<file path="src/rtl/bitu_pkg.sv">
package bitu_pkg;
  localparam int DW    = 8;
  localparam int SLOTW = 3;
  localparam int FLG_S = 7;
  localparam int FLG_Z = 6;
  localparam int FLG_H = 4;
  localparam int FLG_P = 2;
  localparam int FLG_N = 1;
  localparam int FLG_C = 0;
  localparam logic [SLOTW-1:0] MEM_SLOT = 3'd6;
  localparam logic [SLOTW-1:0] TOP_BIT  = SLOTW'(DW - 1);

  typedef enum logic [1:0] {GRP_ROT, GRP_TEST, GRP_CLR, GRP_PUT} grp_e;
  typedef enum logic [2:0] {
    SH_RLC, SH_RRC, SH_RL, SH_RR, SH_SLA, SH_SRA, SH_SLS, SH_SRL
  } shop_e;

  typedef struct packed {
    logic          cout;
    logic [DW-1:0] val;
  } shres_t;

  function automatic logic even_par(input logic [DW-1:0] v);
    return ~^v;
  endfunction

  function automatic logic [DW-1:0] bit_mask(input logic [SLOTW-1:0] n);
    return DW'(1) << n;
  endfunction

  function automatic shres_t shift_calc(input shop_e op, input logic [DW-1:0] v,
                                        input logic cin);
    shres_t r;
    case (op)
      SH_RLC:  r = {v[DW-1], v[DW-2:0], v[DW-1]};
      SH_RRC:  r = {v[0], v[0], v[DW-1:1]};
      SH_RL:   r = {v[DW-1], v[DW-2:0], cin};
      SH_RR:   r = {v[0], cin, v[DW-1:1]};
      SH_SLA:  r = {v[DW-1], v[DW-2:0], 1'b0};
      SH_SRA:  r = {v[0], v[DW-1], v[DW-1:1]};
      SH_SLS:  r = {v[DW-1], v[DW-2:0], 1'b1};
      default: r = {v[0], 1'b0, v[DW-1:1]};
    endcase
    return r;
  endfunction
endpackage

</file>
<file path="src/rtl/bitu_decode.sv">
module bitu_decode
  import bitu_pkg::*;
(
  input  logic             clk,
  input  logic             rst_n,
  input  logic [DW-1:0]    opcode,
  input  logic             indexed,
  output grp_e             grp,
  output shop_e            shop,
  output logic [SLOTW-1:0] bitno,
  output logic [SLOTW-1:0] slot,
  output logic             wr_mem,
  output logic             wr_reg
);
  logic writes;
  logic slot_is_mem;

  assign grp         = grp_e'(opcode[7:6]);
  assign shop        = shop_e'(opcode[5:3]);
  assign bitno       = opcode[5:3];
  assign slot        = opcode[2:0];
  assign writes      = (grp != GRP_TEST);
  assign slot_is_mem = (slot == MEM_SLOT);
  assign wr_mem      = writes && (indexed || slot_is_mem);
  assign wr_reg      = writes && !slot_is_mem;


  test_no_write_chk: assert property (@(posedge clk) disable iff (!rst_n)
    (grp == GRP_TEST) |-> (!wr_mem && !wr_reg));


  indexed_mem_chk: assert property (@(posedge clk) disable iff (!rst_n)
    (indexed && opcode[7:6] != 2'b01) |-> wr_mem);


  reg_not_mem_slot_chk: assert property (@(posedge clk) disable iff (!rst_n)
    wr_reg |-> (opcode[2:0] != 3'd6));
endmodule

</file>
<file path="src/rtl/bitu_alu.sv">
module bitu_alu
  import bitu_pkg::*;
(
  input  logic             clk,
  input  logic             rst_n,
  input  grp_e             grp,
  input  shop_e            shop,
  input  logic [SLOTW-1:0] bitno,
  input  logic [DW-1:0]    operand,
  input  logic [DW-1:0]    flags_in,
  output logic [DW-1:0]    res,
  output logic [DW-1:0]    flg
);
  shres_t        sh;
  logic [DW-1:0] mask;
  logic          tested;

  assign sh     = shift_calc(shop, operand, flags_in[FLG_C]);
  assign mask   = bit_mask(bitno);
  assign tested = |(operand & mask);

  always_comb begin
    res = operand;
    flg = flags_in;
    case (grp)
      GRP_ROT: begin
        res        = sh.val;
        flg[FLG_S] = sh.val[DW-1];
        flg[FLG_Z] = (sh.val == '0);
        flg[FLG_H] = 1'b0;
        flg[FLG_P] = even_par(sh.val);
        flg[FLG_N] = 1'b0;
        flg[FLG_C] = sh.cout;
      end
      GRP_TEST: begin
        flg[FLG_S] = tested && (bitno == TOP_BIT);
        flg[FLG_Z] = ~tested;
        flg[FLG_H] = 1'b1;
        flg[FLG_P] = ~tested;
        flg[FLG_N] = 1'b0;
      end
      GRP_CLR: res = operand & ~mask;
      default: res = operand | mask;
    endcase
  end


  modify_flags_kept_chk: assert property (@(posedge clk) disable iff (!rst_n)
    (grp == GRP_CLR || grp == GRP_PUT) |-> (flg == flags_in));


  fill_one_chk: assert property (@(posedge clk) disable iff (!rst_n)
    (grp == GRP_ROT && shop == SH_SLS) |-> (res[0] && flg[FLG_C] == operand[DW-1]));


  test_keeps_byte_chk: assert property (@(posedge clk) disable iff (!rst_n)
    (grp == GRP_TEST) |-> (res == operand && flg[FLG_C] == flags_in[FLG_C] && flg[FLG_H]));
endmodule

</file>
<file path="src/rtl/bit_unit.sv">
module bit_unit
  import bitu_pkg::*;
(
  input  logic         clk,
  input  logic         rst_n,
  input  logic         start,
  input  logic         indexed,
  input  logic [7:0]   opcode,
  input  logic [7:0]   operand,
  input  logic [7:0]   flags_in,
  output logic         valid,
  output logic [7:0]   result,
  output logic [7:0]   flags_out,
  output logic         mem_we,
  output logic         reg_we,
  output logic [2:0]   reg_idx
);
  logic [DW-1:0]    cap_op, cap_val, cap_flg;
  logic             cap_ix, valid_q;
  grp_e             grp;
  shop_e            shop;
  logic [SLOTW-1:0] bitno, slot;
  logic             wr_mem, wr_reg;
  logic [DW-1:0]    alu_res, alu_flg;

  always_ff @(posedge clk or negedge rst_n) begin
    if (!rst_n) begin
      cap_op  <= '0;
      cap_val <= '0;
      cap_flg <= '0;
      cap_ix  <= 1'b0;
      valid_q <= 1'b0;
    end else begin
      valid_q <= start;
      if (start) begin
        cap_op  <= opcode;
        cap_val <= operand;
        cap_flg <= flags_in;
        cap_ix  <= indexed;
      end
    end
  end

  bitu_decode u_dec (
    .clk(clk), .rst_n(rst_n), .opcode(cap_op), .indexed(cap_ix),
    .grp(grp), .shop(shop), .bitno(bitno), .slot(slot),
    .wr_mem(wr_mem), .wr_reg(wr_reg)
  );

  bitu_alu u_alu (
    .clk(clk), .rst_n(rst_n), .grp(grp), .shop(shop), .bitno(bitno),
    .operand(cap_val), .flags_in(cap_flg), .res(alu_res), .flg(alu_flg)
  );

  assign valid     = valid_q;
  assign result    = alu_res;
  assign flags_out = alu_flg;
  assign mem_we    = valid_q && wr_mem;
  assign reg_we    = valid_q && wr_reg;
  assign reg_idx   = slot;


  start_response_chk: assert property (@(posedge clk) disable iff (!rst_n)
    start |=> valid);


  hold_between_chk: assert property (@(posedge clk) disable iff (!rst_n)
    !start |=> (!valid && !mem_we && !reg_we && $stable(result) && $stable(flags_out)));


  reg_strobe_slot_chk: assert property (@(posedge clk) disable iff (!rst_n)
    reg_we |-> (reg_idx != 3'd6 && valid));
endmodule

</file>
<file path="config.mk">
export PLATFORM = sky130hd
export DESIGN_NAME = bit_unit
export DESIGN_NICKNAME = d
export VERILOG_FILES = /design/src/rtl/bitu_pkg.sv /design/src/rtl/bitu_decode.sv /design/src/rtl/bitu_alu.sv /design/src/rtl/bit_unit.sv
export SDC_FILE = /design/constraint.sdc
export NUM_CORES = 1
export LEC_CHECK = 0
export CAP_MARGIN = 20
export CORE_ASPECT_RATIO = 1.1
export CORE_UTILIZATION = 44
export CTS_BUF_LIST = sky130_fd_sc_hd__clkbuf_8
export DETAILED_ROUTE_END_ITERATION = 10
export PLACE_DENSITY = 0.89
export SYNTH_ARGS = -nofsm -noshare
export SYNTH_HDL_FRONTEND = slang
export SYNTH_SLANG_ARGS = --single-unit
export TNS_END_PERCENT = 1
</file>
<file path="constraint.sdc">
create_clock -name clk -period 2.66 [get_ports clk]
set_clock_uncertainty 0.05 [all_clocks]
set_input_delay 0.798 -clock clk [delete_from_list [all_inputs] [get_ports clk]]
set_output_delay 0.798 -clock clk [all_outputs]
set_load 0.01 [all_outputs]
</file>
==> flow_summary.json <==
{
  "critical_path_required_ns": 1.81,
  "max-cap-violations": 0,
  "cts.sinks": 26,
  "routed_wl_mm": 4.97,
  "clock_power_share_pct": 19.4,
  "cts_tree": "yes",
  "synth_area_leaders": "dfrtp_1, mux2_2, mux2i_1",
  "r2r_end": "cap_op[4]$_DFFE_PN0P_",
  "rsz0062_at_grt": "true",
  "die-area_um2": 4040,
  "worstSetupPathDepth": 9,
  "synth-edff-count": 0,
  "crit_start": "cap_op[5]$_DFFE_PN0P_",
  "power.switching_uw": 447,
  "grt_antenna_before_repair": 0,
  "via_count": 1630,
  "crit_type": "reg2out",
  "nets": 280,
  "ir_worst_vdd_mv": 0.444,
  "p_per_area_nw_per_um2": 520,
  "crit_path_end": "flags_out[2]",
  "clkTransAtPathRegs_ns": 0.10,
  "place_area_um2": 2430,
  "grt_max_degree": 27,
  "p_comb_share_pct": 45.8,
  "yosys_warnings": 0,
  "place_congestion": 0.893,
  "violations": "negative setup slack",
  "synth_cells": 165,
  "cts_made_buffers": 3,
  "port_buffers": 49,
  "post-route-min-period_ns": 3.17,
  "r2r_cells": 3,
  "path_buf_inv": 3,
  "drc_errors": 0,
  "status": "finished, violations left",
  "grt_overflow": 0,
  "crit_path_end_kind": "output port",
  "dp_slack_ns": -0.526,
  "grt_usage_pct": 26.0,
  "hold_buffers": 0,
  "yosysSeqAreaShare_pct": 39.1,
  "die_x_um": 60.7,
  "hold_class": "reg2reg",
  "syn2layout_area_growth_pct": 58.6,
  "utilization_pct": 72.8,
  "viasPerCell": 5.49,
  "finalSetupViolations": 2,
  "cp-start-kind": "flip-flop",
  "synth_top_cell_by_area": "dfrtp_1",
  "core_region_area_um2": 3630,
  "dr.first_iter.drc_count": 65,
  "async_reset_ff_share_pct": 100,
  "finalMaxSlewViolations": 0,
  "slowest_stage": "dfrtp_2",
  "synth_top_area_share_pct": 39.1,
  "power.switching_fraction_pct": 32.5,
  "cts_root_buffer": "clkbuf_8",
  "crit_chain": "buf_6, inv_1, a21oi_1, o31a_1, ha_4, xnor2_2, xnor2_1, a221o_2, buf_6",
  "timing.fmax_ghz": 0.315,
  "cp_common_cell": "buf_6",
  "p_int_uw": 927,
  "antenna_left": 0,
  "power_mw": 1.37,
  "fin_crit_sh_pct": 119,
  "ys.flop_type": "dfrtp_1",
  "finish.instance_area_um2": 2640,
  "cts_max_level": 1,
  "grt_pass1_vias": 1640,
  "antenna_cells": 0,
  "grt_pass1_wl_mm": 7.78,
  "wire_per_inst_um": 16.7,
  "worst-slew-pin-transition_ns": 0.346,
  "start_util_pct": 45.9,
  "syn-num-nets": 197,
  "die_y_um": 66.5,
  "synth_cell_types": 36,
  "clockBufferDepth": 2,
  "clk_latency_ns": 0.27,
  "num_rows": 23,
  "critPathMaxStageDelay_ns": 0.49,
  "first_pass_iters": 4,
  "synth_seq_cells": 26,
  "path_max_fanout": 5,
  "drive_gt1_share_pct": 42.9,
  "io_pins": 50,
  "finalHoldViolCount": 0,
  "rrSetupSlack_ns": 1.49,
  "pwr-share-seq_pct": 34.9,
  "finalWorstSetupSlack_ns": -0.510,
  "crit_family": "compound AO/OA/AOI/OAI gates",
  "dp_hpwl_mm": 3.47,
  "r2r_start": "cap_op[4]$_DFFE_PN0P_",
  "relSlewSlack_pct": 76.9,
  "synth_area_per_cell_um2": 10.1,
  "power.leakage_nw": 1.16,
  "worstPathArrival_ns": 2.32,
  "synth_area_um2": 1670,
  "fill_cells": 286
}
==> timing repair <==
item	CTS	global route
setup buffers	4	2
setup endpoints to repair	12	9
pin swaps	7	7
resized for setup	43	22
==> how the worst min path moves through the flow <==
stage                                 from                      to  slack, ns  depth (start not counted)
floorplan           cap_flg[1]$_DFFE_PN0P_  cap_flg[1]$_DFFE_PN0P_       0.42                          1
global placement    cap_flg[1]$_DFFE_PN0P_  cap_flg[1]$_DFFE_PN0P_       0.43                          1
detailed placement  cap_flg[3]$_DFFE_PN0P_  cap_flg[3]$_DFFE_PN0P_       0.45                          1
CTS                 cap_flg[3]$_DFFE_PN0P_  cap_flg[3]$_DFFE_PN0P_       0.47                          1
global route        cap_flg[3]$_DFFE_PN0P_  cap_flg[3]$_DFFE_PN0P_       0.49                          1
finish              cap_flg[3]$_DFFE_PN0P_  cap_flg[3]$_DFFE_PN0P_       0.46                          1
==> routing by layer <==
layer / up-vias / part of all wire, % / global-route usage [%]
met1: 791 / 40 / 30.8
met3: 16 / 4.6 / 3.69
li1: 755 / - / -
met4: 0 / 3.0 / 13.4
met2: 68 / 52 / 44.9
met5: - / 0 / 0
==> cell usage in the layout (no fill, tap or decap), types with 2 or more instances in the layout <==
cell type / netlist / routed
dlygate4sd2_1: 0 / 5
xnor2_2: 0 / 2
mux2i_2: 0 / 4
dfrtp_1: 26 / 24
o21ai_0: 9 / 8
nand2_1: 16 / 16
ha_1: 4 / 3
a21o_1: 2 / 2
nand2b_1: 3 / 2
mux2i_1: 10 / 4
buf_6: 0 / 4
buf_4: 6 / 44
nand3_1: 3 / 3
dfrtp_2: 0 / 2
and3_1: 3 / 2
clkdlybuf4s50_1: 0 / 37
mux2_2: 24 / 24
nor3_1: 3 / 2
buf_2: 5 / 5
clkbuf_8: 0 / 4
mux2i_4: 0 / 2
nor2_1: 10 / 8
o211ai_1: 10 / 10
==> stage by stage <==
step           setup TNS [ns]  instances  hold slack [ns]
3_5_place_dp            -1.05        287            0.447
4_1_cts                -0.624        295            0.468
3_3_place_gp           -0.912        287            0.432
6_report               -0.785        297            0.463
5_1_grt                 -1.20        297            0.487
2_1_floorplan         -0.0206        165            0.423
==> cell type report <==
| class | count | area [um2] | share of cell area, % |
|---|---|---|---|
| Multi-Input combinational cell | 120 | 1050 | 39.6 |
| Timing Repair Buffer | 96 | 820 | 31.0 |
| Sequential cell | 26 | 653 | 24.7 |
| Tap cell | 50 | 62.6 | 2.37 |
| Clock buffer | 4 | 55.1 | 2.08 |
| Inverter | 1 | 3.75 | 0.142 |
==> state kept, by name (all words and copies together), names as in the netlist <==
register  flops
cap_flg       8
valid         1
cap_ix        1
cap_op        8
cap_val       8
==> synthesized netlist by cell type, drive strengths merged, types with 2 or more instances <==
| cell type | count |
|---|---|
| dfrtp | 26 |
| mux2 | 25 |
| nand2 | 16 |
| buf | 13 |
| mux2i | 10 |
| nor2 | 10 |
| o211ai | 10 |
| o21ai | 9 |
| clkbuf | 5 |
| ha | 4 |
| and3 | 3 |
| nand2b | 3 |
| nand3 | 3 |
| nor2b | 3 |
| nor3 | 3 |
| xnor2 | 3 |
| a21o | 2 |
| a221o | 2 |
| nor3b | 2 |
==> logic make-up (layout without fill, tap and decap cells) <==
family          Yosys count  in the layout  share of synthesized area (%)
simple gates             47             47                           13.6
compound gates           31             31                           13.6
fa+ha+maj                 4              4                           3.01
buf+inv                  19            101                           6.01
mux                      35             35                           23.1
xor+xnor                  3              3                           1.58
flops                    26             26                           39.1
==> power by group through the flow <==
stage	sequential [mW]	clock, mW	combinational, mW
floorplan	0.467	0	0.292
global placement	0.474	0	0.546
detailed placement	0.478	0	0.561
CTS	0.471	0.261	0.584
global route	0.484	0.282	0.672
finish	0.479	0.266	0.628
Power figures use the tool's default switching activity.
